===== config.mk =====
export PLATFORM = sky130hd
export DESIGN_NAME = drp_cfg_bridge
export DESIGN_NICKNAME = d
export VERILOG_FILES = /design/src/rtl/drp_cfg_bridge_pkg.sv /design/src/rtl/drp_cfg_ctl_regs.sv /design/src/rtl/drp_cfg_sequencer.sv /design/src/rtl/drp_cfg_readback.sv /design/src/rtl/drp_cfg_bridge.sv
export SDC_FILE = /design/constraint.sdc
export NUM_CORES = 1
export LEC_CHECK = 0
export CORE_UTILIZATION = 38
export DETAILED_ROUTE_END_ITERATION = 10
export GPL_ROUTABILITY_DRIVEN = 0
export HOLD_SLACK_MARGIN = 0.12
export PLACE_DENSITY_LB_ADDON = 0.12
export REMOVE_ABC_BUFFERS = 1
export SKIP_CTS_REPAIR_TIMING = 1
export SLEW_MARGIN = 20
export SYNTH_ARGS = -nofsm -noshare
export SYNTH_HDL_FRONTEND = slang
export SYNTH_SLANG_ARGS = --single-unit

===== constraint.sdc =====
create_clock -name clk -period 1.9 [get_ports clk]
set_input_delay 0.38 -clock clk [delete_from_list [all_inputs] [get_ports clk]]
set_output_delay 0.38 -clock clk [all_outputs]
set_load 0.01 [all_outputs]

===== src/rtl/drp_cfg_bridge_pkg.sv =====
package drp_cfg_bridge_pkg;
  // Register byte offsets
  localparam int OFS_RUN    = 'h40;
  localparam int OFS_SEL    = 'h44;
  localparam int OFS_CTL    = 'h70;
  localparam int OFS_STAT   = 'h74;
  // Control word layout
  localparam int GO_BIT     = 29;
  localparam int RD_BIT     = 28;
  localparam int ADDR_LSB   = 16;
  // Status word layout
  localparam int BUSY_BIT   = 16;
  // Run/enable register layout
  localparam int RUN_BIT    = 0;
  localparam int TEN_BIT    = 1;

  typedef enum logic [2:0] {
    SEL_NONE,
    SEL_RUN,
    SEL_SRC,
    SEL_CTL,
    SEL_STAT
  } reg_sel_e;
endpackage


===== src/rtl/drp_cfg_ctl_regs.sv =====
module drp_cfg_ctl_regs #(
  parameter int SEL_W = 1
) (
  input  logic             clk,
  input  logic             rst,
  input  logic             run_we,
  input  logic [1:0]       run_wdata,
  input  logic             src_we,
  input  logic [SEL_W-1:0] src_wdata,
  output logic             core_run,
  output logic             tile_en,
  output logic [SEL_W-1:0] src_sel
);
  always_ff @(posedge clk) begin
    if (rst) begin
      core_run <= 1'b0;
      tile_en  <= 1'b0;
      src_sel  <= '0;
    end else begin
      if (run_we) begin
        core_run <= run_wdata[0];
        tile_en  <= run_wdata[1];
      end
      if (src_we) begin
        src_sel <= src_wdata;
      end
    end
  end

  AST_SRC_HOLD: assert property (@(posedge clk) disable iff (rst)
    !src_we |=> $stable(src_sel));
  AST_RUN_HOLD: assert property (@(posedge clk) disable iff (rst)
    !run_we |=> ($stable(core_run) && $stable(tile_en)));
endmodule


===== src/rtl/drp_cfg_sequencer.sv =====
module drp_cfg_sequencer #(
  parameter int DRP_AW = 7,
  parameter int DRP_DW = 16
) (
  input  logic              clk,
  input  logic              rst,
  input  logic              ctl_we,
  input  logic              ctl_go,
  input  logic              ctl_rd,
  input  logic [DRP_AW-1:0] ctl_addr,
  input  logic [DRP_DW-1:0] ctl_data,
  output logic              busy,
  output logic              sh_go,
  output logic              sh_rd,
  output logic [DRP_DW-1:0] rd_data,
  output logic              drp_en,
  output logic              drp_we,
  output logic [DRP_AW-1:0] drp_addr,
  output logic [DRP_DW-1:0] drp_di,
  input  logic [DRP_DW-1:0] drp_do,
  input  logic              drp_rdy
);
  logic accept;
  logic finish;
  logic op_rd;

  assign accept = ctl_we && !busy;
  assign finish = busy && !drp_en && drp_rdy;

  always_ff @(posedge clk) begin
    if (rst) begin
      busy     <= 1'b0;
      sh_go    <= 1'b0;
      sh_rd    <= 1'b0;
      op_rd    <= 1'b0;
      rd_data  <= '0;
      drp_en   <= 1'b0;
      drp_we   <= 1'b0;
      drp_addr <= '0;
      drp_di   <= '0;
    end else begin
      drp_en <= 1'b0;
      drp_we <= 1'b0;
      if (accept) begin
        sh_go    <= ctl_go;
        sh_rd    <= ctl_rd;
        drp_addr <= ctl_addr;
        drp_di   <= ctl_data;
        if (ctl_go) begin
          busy   <= 1'b1;
          drp_en <= 1'b1;
          drp_we <= !ctl_rd;
          op_rd  <= ctl_rd;
        end
      end
      if (finish) begin
        busy <= 1'b0;
        if (op_rd) begin
          rd_data <= drp_do;
        end
      end
    end
  end

  AST_EN_PULSE: assert property (@(posedge clk) disable iff (rst)
    drp_en |=> !drp_en);
  AST_WE_QUAL: assert property (@(posedge clk) disable iff (rst)
    drp_we |-> drp_en);
  AST_EN_BUSY: assert property (@(posedge clk) disable iff (rst)
    drp_en |-> busy);
  AST_RDY_CLEARS: assert property (@(posedge clk) disable iff (rst)
    (busy && !drp_en && drp_rdy) |=> !busy);
  AST_NO_RESTART: assert property (@(posedge clk) disable iff (rst)
    (busy && !drp_en && !drp_rdy) |=> (busy && !drp_en));
  AST_DATA_HOLD: assert property (@(posedge clk) disable iff (rst)
    !drp_rdy |=> $stable(rd_data));
  AST_IDLE_RDY: assert property (@(posedge clk) disable iff (rst)
    (!busy && !ctl_we) |=> (!busy && $stable(rd_data)));
endmodule


===== src/rtl/drp_cfg_readback.sv =====
module drp_cfg_readback
  import drp_cfg_bridge_pkg::*;
#(
  parameter int DATA_W = 32,
  parameter int DRP_AW = 7,
  parameter int DRP_DW = 16,
  parameter int SEL_W  = 1
) (
  input  logic              clk,
  input  logic              rst,
  input  logic              rd_en,
  input  reg_sel_e          rd_sel,
  input  logic              core_run,
  input  logic              tile_en,
  input  logic [SEL_W-1:0]  src_sel,
  input  logic              busy,
  input  logic              sh_go,
  input  logic              sh_rd,
  input  logic [DRP_AW-1:0] sh_addr,
  input  logic [DRP_DW-1:0] sh_data,
  input  logic [DRP_DW-1:0] rd_data,
  output logic [DATA_W-1:0] rdata
);
  logic [DATA_W-1:0] run_word, src_word, ctl_word, stat_word, next_word;

  always_comb begin
    run_word            = '0;
    run_word[RUN_BIT]   = core_run;
    run_word[TEN_BIT]   = tile_en;
    src_word            = '0;
    src_word[SEL_W-1:0] = src_sel;
    ctl_word                       = '0;
    ctl_word[GO_BIT]               = sh_go;
    ctl_word[RD_BIT]               = sh_rd;
    ctl_word[ADDR_LSB +: DRP_AW]   = sh_addr;
    ctl_word[DRP_DW-1:0]           = sh_data;
    stat_word                      = '0;
    stat_word[BUSY_BIT]            = busy;
    stat_word[DRP_DW-1:0]          = rd_data;
    unique case (rd_sel)
      SEL_RUN:  next_word = run_word;
      SEL_SRC:  next_word = src_word;
      SEL_CTL:  next_word = ctl_word;
      SEL_STAT: next_word = stat_word;
      default:  next_word = '0;
    endcase
  end

  always_ff @(posedge clk) begin
    if (rst) begin
      rdata <= '0;
    end else if (rd_en) begin
      rdata <= next_word;
    end
  end

  AST_UNMAPPED_ZERO: assert property (@(posedge clk) disable iff (rst)
    (rd_en && rd_sel == SEL_NONE) |=> (rdata == '0));
  AST_RDATA_HOLD: assert property (@(posedge clk) disable iff (rst)
    !rd_en |=> $stable(rdata));
endmodule


===== src/rtl/drp_cfg_bridge.sv =====
module drp_cfg_bridge
  import drp_cfg_bridge_pkg::*;
#(
  parameter int REG_AW = 8,
  parameter int DATA_W = 32,
  parameter int DRP_AW = 7,
  parameter int DRP_DW = 16,
  parameter int SEL_W  = 1
) (
  input  logic              clk,
  input  logic              rst,
  input  logic              bus_wr,
  input  logic              bus_rd,
  input  logic [REG_AW-1:0] bus_addr,
  input  logic [DATA_W-1:0] bus_wdata,
  output logic [DATA_W-1:0] bus_rdata,
  output logic              core_run,
  output logic              tile_en,
  output logic [SEL_W-1:0]  src_sel,
  output logic              drp_en,
  output logic              drp_we,
  output logic [DRP_AW-1:0] drp_addr,
  output logic [DRP_DW-1:0] drp_di,
  input  logic [DRP_DW-1:0] drp_do,
  input  logic              drp_rdy
);
  reg_sel_e          dec;
  logic              busy, sh_go, sh_rd;
  logic [DRP_DW-1:0] rd_data;
  logic              unused_wbits;

  assign unused_wbits = ^bus_wdata;

  always_comb begin
    if      (bus_addr == REG_AW'(OFS_RUN))  dec = SEL_RUN;
    else if (bus_addr == REG_AW'(OFS_SEL))  dec = SEL_SRC;
    else if (bus_addr == REG_AW'(OFS_CTL))  dec = SEL_CTL;
    else if (bus_addr == REG_AW'(OFS_STAT)) dec = SEL_STAT;
    else                                    dec = SEL_NONE;
  end

  drp_cfg_ctl_regs #(.SEL_W(SEL_W)) u_regs (
    .clk       (clk),
    .rst       (rst),
    .run_we    (bus_wr && dec == SEL_RUN),
    .run_wdata ({bus_wdata[TEN_BIT], bus_wdata[RUN_BIT]}),
    .src_we    (bus_wr && dec == SEL_SRC),
    .src_wdata (bus_wdata[SEL_W-1:0]),
    .core_run  (core_run),
    .tile_en   (tile_en),
    .src_sel   (src_sel)
  );

  drp_cfg_sequencer #(.DRP_AW(DRP_AW), .DRP_DW(DRP_DW)) u_seq (
    .clk      (clk),
    .rst      (rst),
    .ctl_we   (bus_wr && dec == SEL_CTL),
    .ctl_go   (bus_wdata[GO_BIT]),
    .ctl_rd   (bus_wdata[RD_BIT]),
    .ctl_addr (bus_wdata[ADDR_LSB +: DRP_AW]),
    .ctl_data (bus_wdata[DRP_DW-1:0]),
    .busy     (busy),
    .sh_go    (sh_go),
    .sh_rd    (sh_rd),
    .rd_data  (rd_data),
    .drp_en   (drp_en),
    .drp_we   (drp_we),
    .drp_addr (drp_addr),
    .drp_di   (drp_di),
    .drp_do   (drp_do),
    .drp_rdy  (drp_rdy)
  );

  drp_cfg_readback #(
    .DATA_W(DATA_W), .DRP_AW(DRP_AW), .DRP_DW(DRP_DW), .SEL_W(SEL_W)
  ) u_rb (
    .clk      (clk),
    .rst      (rst),
    .rd_en    (bus_rd),
    .rd_sel   (dec),
    .core_run (core_run),
    .tile_en  (tile_en),
    .src_sel  (src_sel),
    .busy     (busy),
    .sh_go    (sh_go),
    .sh_rd    (sh_rd),
    .sh_addr  (drp_addr),
    .sh_data  (drp_di),
    .rd_data  (rd_data),
    .rdata    (bus_rdata)
  );

  AST_RESET_QUIET: assert property (@(posedge clk)
    rst |=> (!drp_en && !core_run && !tile_en && bus_rdata == '0));
endmodule


==> impl_metrics.yaml, run 1 <==
critical_path:
  crit_required_ns: 2.17
  cp-start-kind: "input pin"
  arrival_ns: 2.00
  rrSetupSlack_ns: 0.47
  r2r-end: "u_seq.drp_di[14]"
  reg2reg_from: "u_seq.busy"
  path_class: "in2reg"
  endpoint_kind: "flip-flop"
  rr_worst_depth: 4
  worstPathMaxFanout: 8
synth:
  yosys_warnings: 0
  yosysSeqAreaShare: 0.509
  synthCells: 340
  synth-seq-cells: 73
  yosys-top-cells-area: "dfxtp_1, nand2_1, a21oi_1"
  synth_top_area_cell: "dfxtp_1"
  syn_area_per_cell_sq_um: 8.45
  synth_area_sq_mm: 0.00287
  synth.distinct_cells: 32
  yosysTopAreaCellShare: 0.509
sta:
  grt_setup_unrepaired: "false"
  hold_viol: 0
  post-route-period-util: 0.913
  skew_ns: 0.00732
  fmax_ghz: 0.576
  setup_ws_ns: 0.165
  period_minus_slack_ns: 1.74
  setup_violations: 0
  drv_slew: 0
  hold_slack_ns: 0.390
power:
  leakage_nw: 1.61
  power.total_w: 0.00313
  power_density_mw_per_mm2: 712
  irDropWorstVdd_v: 0.000473
hold_path:
  whs_path_depth: 2
  hold_start: "rst"
  hold_path_end: "u_regs.src_sel"
  hp-class: "in2reg"
floorplan:
  placeableCoreArea_sq_mm: 0.00729
  placementRows: 31
  die_h_um: 88.9
  ios: 121
  dieArea_sq_mm: 0.00791
  die_w_um: 88.9
  start_util: 0.394
clock_tree:
  clockBufferDepth: 2
  clk_latency_ns: 0.34
  root_buffer: "clkbuf_8"
  cts_inserted_buffers: 9
  cts_tree: "built"
  path_clk_slew_ns: 0.08
  clock-sinks: 73
  cts_htree_levels: 3
finish:
  final_cell_mix: "clkdlybuf4s50_1, nand2_1, dfxtp_1"
  drive_above_1_share: 0.121
  num_antenna_cells: 0
  final_core_util: 0.603
  nets: 519
  fin_cells: 562
  final_common_cell: "clkdlybuf4s50_1"
  area_delta_synth_final_pct: 53.0
route:
  wirelength_um: 7810
  firstDrtPassIters: 4
  antenna_left: 0
  drc: 0
  wire_per_inst_um: 13.9
  viasPerCell: 4.83
  drt-initial-drc-count: 89
  num_vias: 2714
placement:
  numPortBuffers: 106
  placedCellCount: 545
  place_hpwl_um: 5410
  preCtsSetupSlack_ns: -0.525
outcome:
  status: "finished clean"
grt:
  grt_pass1_wl_um: 12100
  grt_pass1_vias: 2514
  overflow: 0
  grt_max_degree: 23
  grt_usage: 0.205
  grt_antenna_before_repair: 0
job:
  drv_cap: 0
## state kept, by name (all words and copies together) (netlist names), 7 cells and up
register	flops
u_seq.drp_addr	7
u_seq.drp_di	16
u_seq.rd_data	16
u_rb.rdata	25
## synth_stat cells
cell type  number
a21oi_1        52
a22o_1          1
a22oi_1         2
and2_1          1
and3_1          1
buf_1           2
buf_2           6
buf_4           7
buf_6           1
clkbuf_1       11
conb_1          1
dfxtp_1        73
inv_1           1
mux2i_1        20
nand2_1        99
nand2b_1        2
nand3_1         3
nand3b_1        1
nand4_1         1
nor2_1         16
nor2b_1        10
nor3_1          4
nor4b_2         2
o21ai_0         6
o21ai_2        10
o31ai_1         1
or2_1           1
or3_4           1
or3b_2          1
or4_1           1
or4b_1          1
or4b_2          1
## stage by stage
| stage | cell area (sq um) | TNS, ns |
|---|---|---|
| floorplan | 2750 | -9.64 |
| global placement | 4120 | -17.37 |
| detailed placement | 4120 | -18.75 |
| CTS | 4350 | -2.12 |
| global route | 4400 | 0 |
| finish | 4400 | 0 |
## power breakdown
part	switching, W	total [W]	leakage (nW)	internal [W]
Combinational	0.0000886	0.000218	0.906	0.000129
Sequential	0.000000610	0.00153	0.588	0.00153
Clock	0.000566	0.00138	0.117	0.000815
Total	0.000656	0.00313	1.61	0.00247
## metal layers
metal / share of wire / track usage / up-vias
met5: 0 / 0 / -
met4: 0.0073 / 0.0592 / 0
li1: - / - / 1357
met3: 0.085 / 0.0757 / 7
met2: 0.47 / 0.344 / 101
met1: 0.43 / 0.247 / 1249
## critical path: stages
cell and delay, ns:
clkdlybuf4s50_1 0.41, nand2b_1 0.18, buf_4 0.16, or2_4 0.26, or3_4 0.41, o21ai_0 0.19
## cell families after synthesis
kind of cell	Yosys count	synth area share
AOI/OAI and AO/OA	72	0.142
buffers and inverters	28	0.0510
DFF	73	0.509
muxes	20	0.0697
other	1	0.00131
and+or+nand+nor	146	0.227
## how the worst max path moves through the flow
stage	from	end	slack (ns)	depth (start not counted)
floorplan	bus_addr[3]	u_seq.op_rd	-0.41	4
global placement	bus_addr[3]	u_rb.rdata[6]	-0.47	5
detailed placement	bus_addr[3]	u_rb.rdata[6]	-0.53	5
CTS	bus_addr[3]	u_rb.rdata[5]	-0.15	5
global route	bus_addr[2]	u_seq.drp_di[9]	0.10	7
finish	bus_addr[7]	u_rb.rdata[5]	0.16	6
## cell type report
class                   instances  area (sq um)
fillers                       690          2900
flip-flops and latches         73          1460
multi-input cells             246          1330
repair buffers                127          1250
clock buffers                  12           155
well taps                      99           124
clock inverters                 4          73.8
inverters                       1          3.75
Power figures use the tool's default switching activity.
==> run 2, diff against run 1 <==
--- a/config.mk
+++ b/config.mk
@@ -6,8 +6,10 @@
 export NUM_CORES = 1
 export LEC_CHECK = 0
 export CORE_UTILIZATION = 38
+export CTS_CLUSTER_SIZE = 20
 export DETAILED_ROUTE_END_ITERATION = 10
 export GPL_ROUTABILITY_DRIVEN = 0
+export GPL_TIMING_DRIVEN = 0
 export HOLD_SLACK_MARGIN = 0.12
 export PLACE_DENSITY_LB_ADDON = 0.12
 export REMOVE_ABC_BUFFERS = 1
==> run 2 against run 1 <==
Against the previous run:
- setup slack worse by 0.13 ns
- cell count down 1.4%
- via count down 1.3%
- die area unchanged
- non-clock buffer count down 9
- clock-buffer cell count down 1
==> impl_metrics.yaml, run 2 (synthesis results as in run 1) <==
power:
  p_comb_frac: 0.070
  leakage_nw: 1.56
  p_int_w: 0.00229
  irDropWorstVdd_v: 0.000389
  clock_power_share: 0.410
  p_switching_w: 0.000652
  seqPwrFrac: 0.520
  p_sw_frac: 0.222
  power_density_mw_per_mm2: 679
grt:
  grt_antenna_before_repair: 0
  grt_pass1_vias: 2309
  grt_pass1_wl_um: 11400
  grt_max_degree: 33
  grt_usage: 0.193
  overflow: 0
sta:
  drv_slew: 0
  setup_violations: 0
  skew_ns: 0.0110
  fmax_ghz: 0.536
  tightest_slew_ns: 0.736
  setup_ws_ns: 0.0352
  hold_viol: 0
  post-route-period-util: 0.981
  maxSlewHeadroom: 0.509
  period_minus_slack_ns: 1.86
  tns_ns: 0
critical_path:
  crit_required_ns: 2.10
  cp_slowest_cell: "clkdlybuf4s50_1"
  critical-path-max-stage-delay_ns: 0.55
  worstPathMaxFanout: 12
  cp-start-kind: "input pin"
  crit_chain: "clkdlybuf4s50_1 -> nand3b_1 -> buf_4 -> or4b_4 -> buf_12 -> nand2_1 -> a21oi_1"
  path_class: "in2reg"
  arrival_ns: 2.07
  endpoint_kind: "flip-flop"
finish:
  nets: 511
  num_antenna_cells: 0
  final_cell_mix: "clkdlybuf4s50_1, nand2_1, dfxtp_1"
  multi_input_area_sq_mm: 0.00135
  drive_above_1_share: 0.112
  area_delta_synth_final_pct: 50.7
  regMostFlops: "u_rb.rdata"
  largest_reg_flops: 25
  nFillCells: 689
  largestRegisters: "u_rb.rdata (25), u_seq.drp_di (16), u_seq.rd_data (16)"
  fin_cells: 554
  layout.area.seq_sq_mm: 0.00146
  final_common_cell: "clkdlybuf4s50_1"
hold_path:
  hp-class: "reg2reg"
clock_tree:
  cts_tree: "built"
  root_buffer: "clkbuf_8"
  cts_htree_levels: 3
  clk_latency_ns: 0.34
  path_clk_slew_ns: 0.08
  clockBufferDepth: 2
  cts_inserted_buffers: 9
  clock-sinks: 73
route:
  drt-initial-drc-count: 88
  num_vias: 2680
  antenna_left: 0
  drc: 0
  viasPerCell: 4.84
  firstDrtPassIters: 5
  wirelength_um: 8030
  wire_per_inst_um: 14.5
placement:
  preCtsSetupSlack_ns: -1.00
  numPortBuffers: 106
  placedCellCount: 527
  place_hpwl_um: 5050
floorplan:
  die_h_um: 88.9
  placementRows: 31
  die_w_um: 88.9
  placeableCoreArea_sq_mm: 0.00729
  dieArea_sq_mm: 0.00791
  ios: 121
  start_util: 0.394
job:
  drv_cap: 0
outcome:
  status: "finished clean"
-- run 2: per-layer routing --
metal	GRT usage	wire [um]
met1	0.242	3520
met3	0.0609	671
met2	0.315	3750
met5	0	0
met4	0.0693	85
-- run 2: final cells by class --
cell class	count	area share
flip-flops and latches	73	0.338
clock inverters	5	0.0124
repair buffers	118	0.277
multi-input cells	247	0.311
clock buffers	11	0.0327
well taps	99	0.0286
inverters	1	0.000867
-- run 2: power by group through the flow --
stage                     Clock [W]  Sequential, W  Combinational, W
after global placement            0        0.00157          0.000193
final                       0.00120        0.00153          0.000206
after floorplan                   0        0.00157         0.0000328
after CTS                   0.00124        0.00153          0.000198
after global routing        0.00130        0.00153          0.000222
after detailed placement          0        0.00157          0.000197
-- run 2: critical path: cells and delay by family --
kind,cells,cell delay (ns)
compound gates,1,0.06
simple gates,3,0.71
buf+inv,3,0.89
-- run 2: stage by stage --
step / hold WS [ns] / utilization / instance area [sq um] / power [W]
floorplan: 0.430 / - / 2750 / 0.00160
global placement: 0.436 / 0.540 / 3940 / 0.00176
detailed placement: 0.441 / 0.547 / 3990 / 0.00176
CTS: 0.457 / 0.573 / 4180 / 0.00297
global route: 0.471 / 0.594 / 4330 / 0.00306
finish: 0.447 / 0.594 / 4330 / 0.00294
-- run 2: final timing paths --
check | startpoint | endpoint | slack, ns | cells past startpoint
worst max-delay path | bus_addr[4] | u_seq.drp_di[6] | 0.04 | 7
worst min-delay path | u_rb.rdata[2] | u_rb.rdata[2] | 0.45 | 2
worst max register to register | u_seq.busy | u_seq.rd_data[15] | 0.34 | 3
worst min register to register | u_rb.rdata[2] | u_rb.rdata[2] | 0.45 | 2
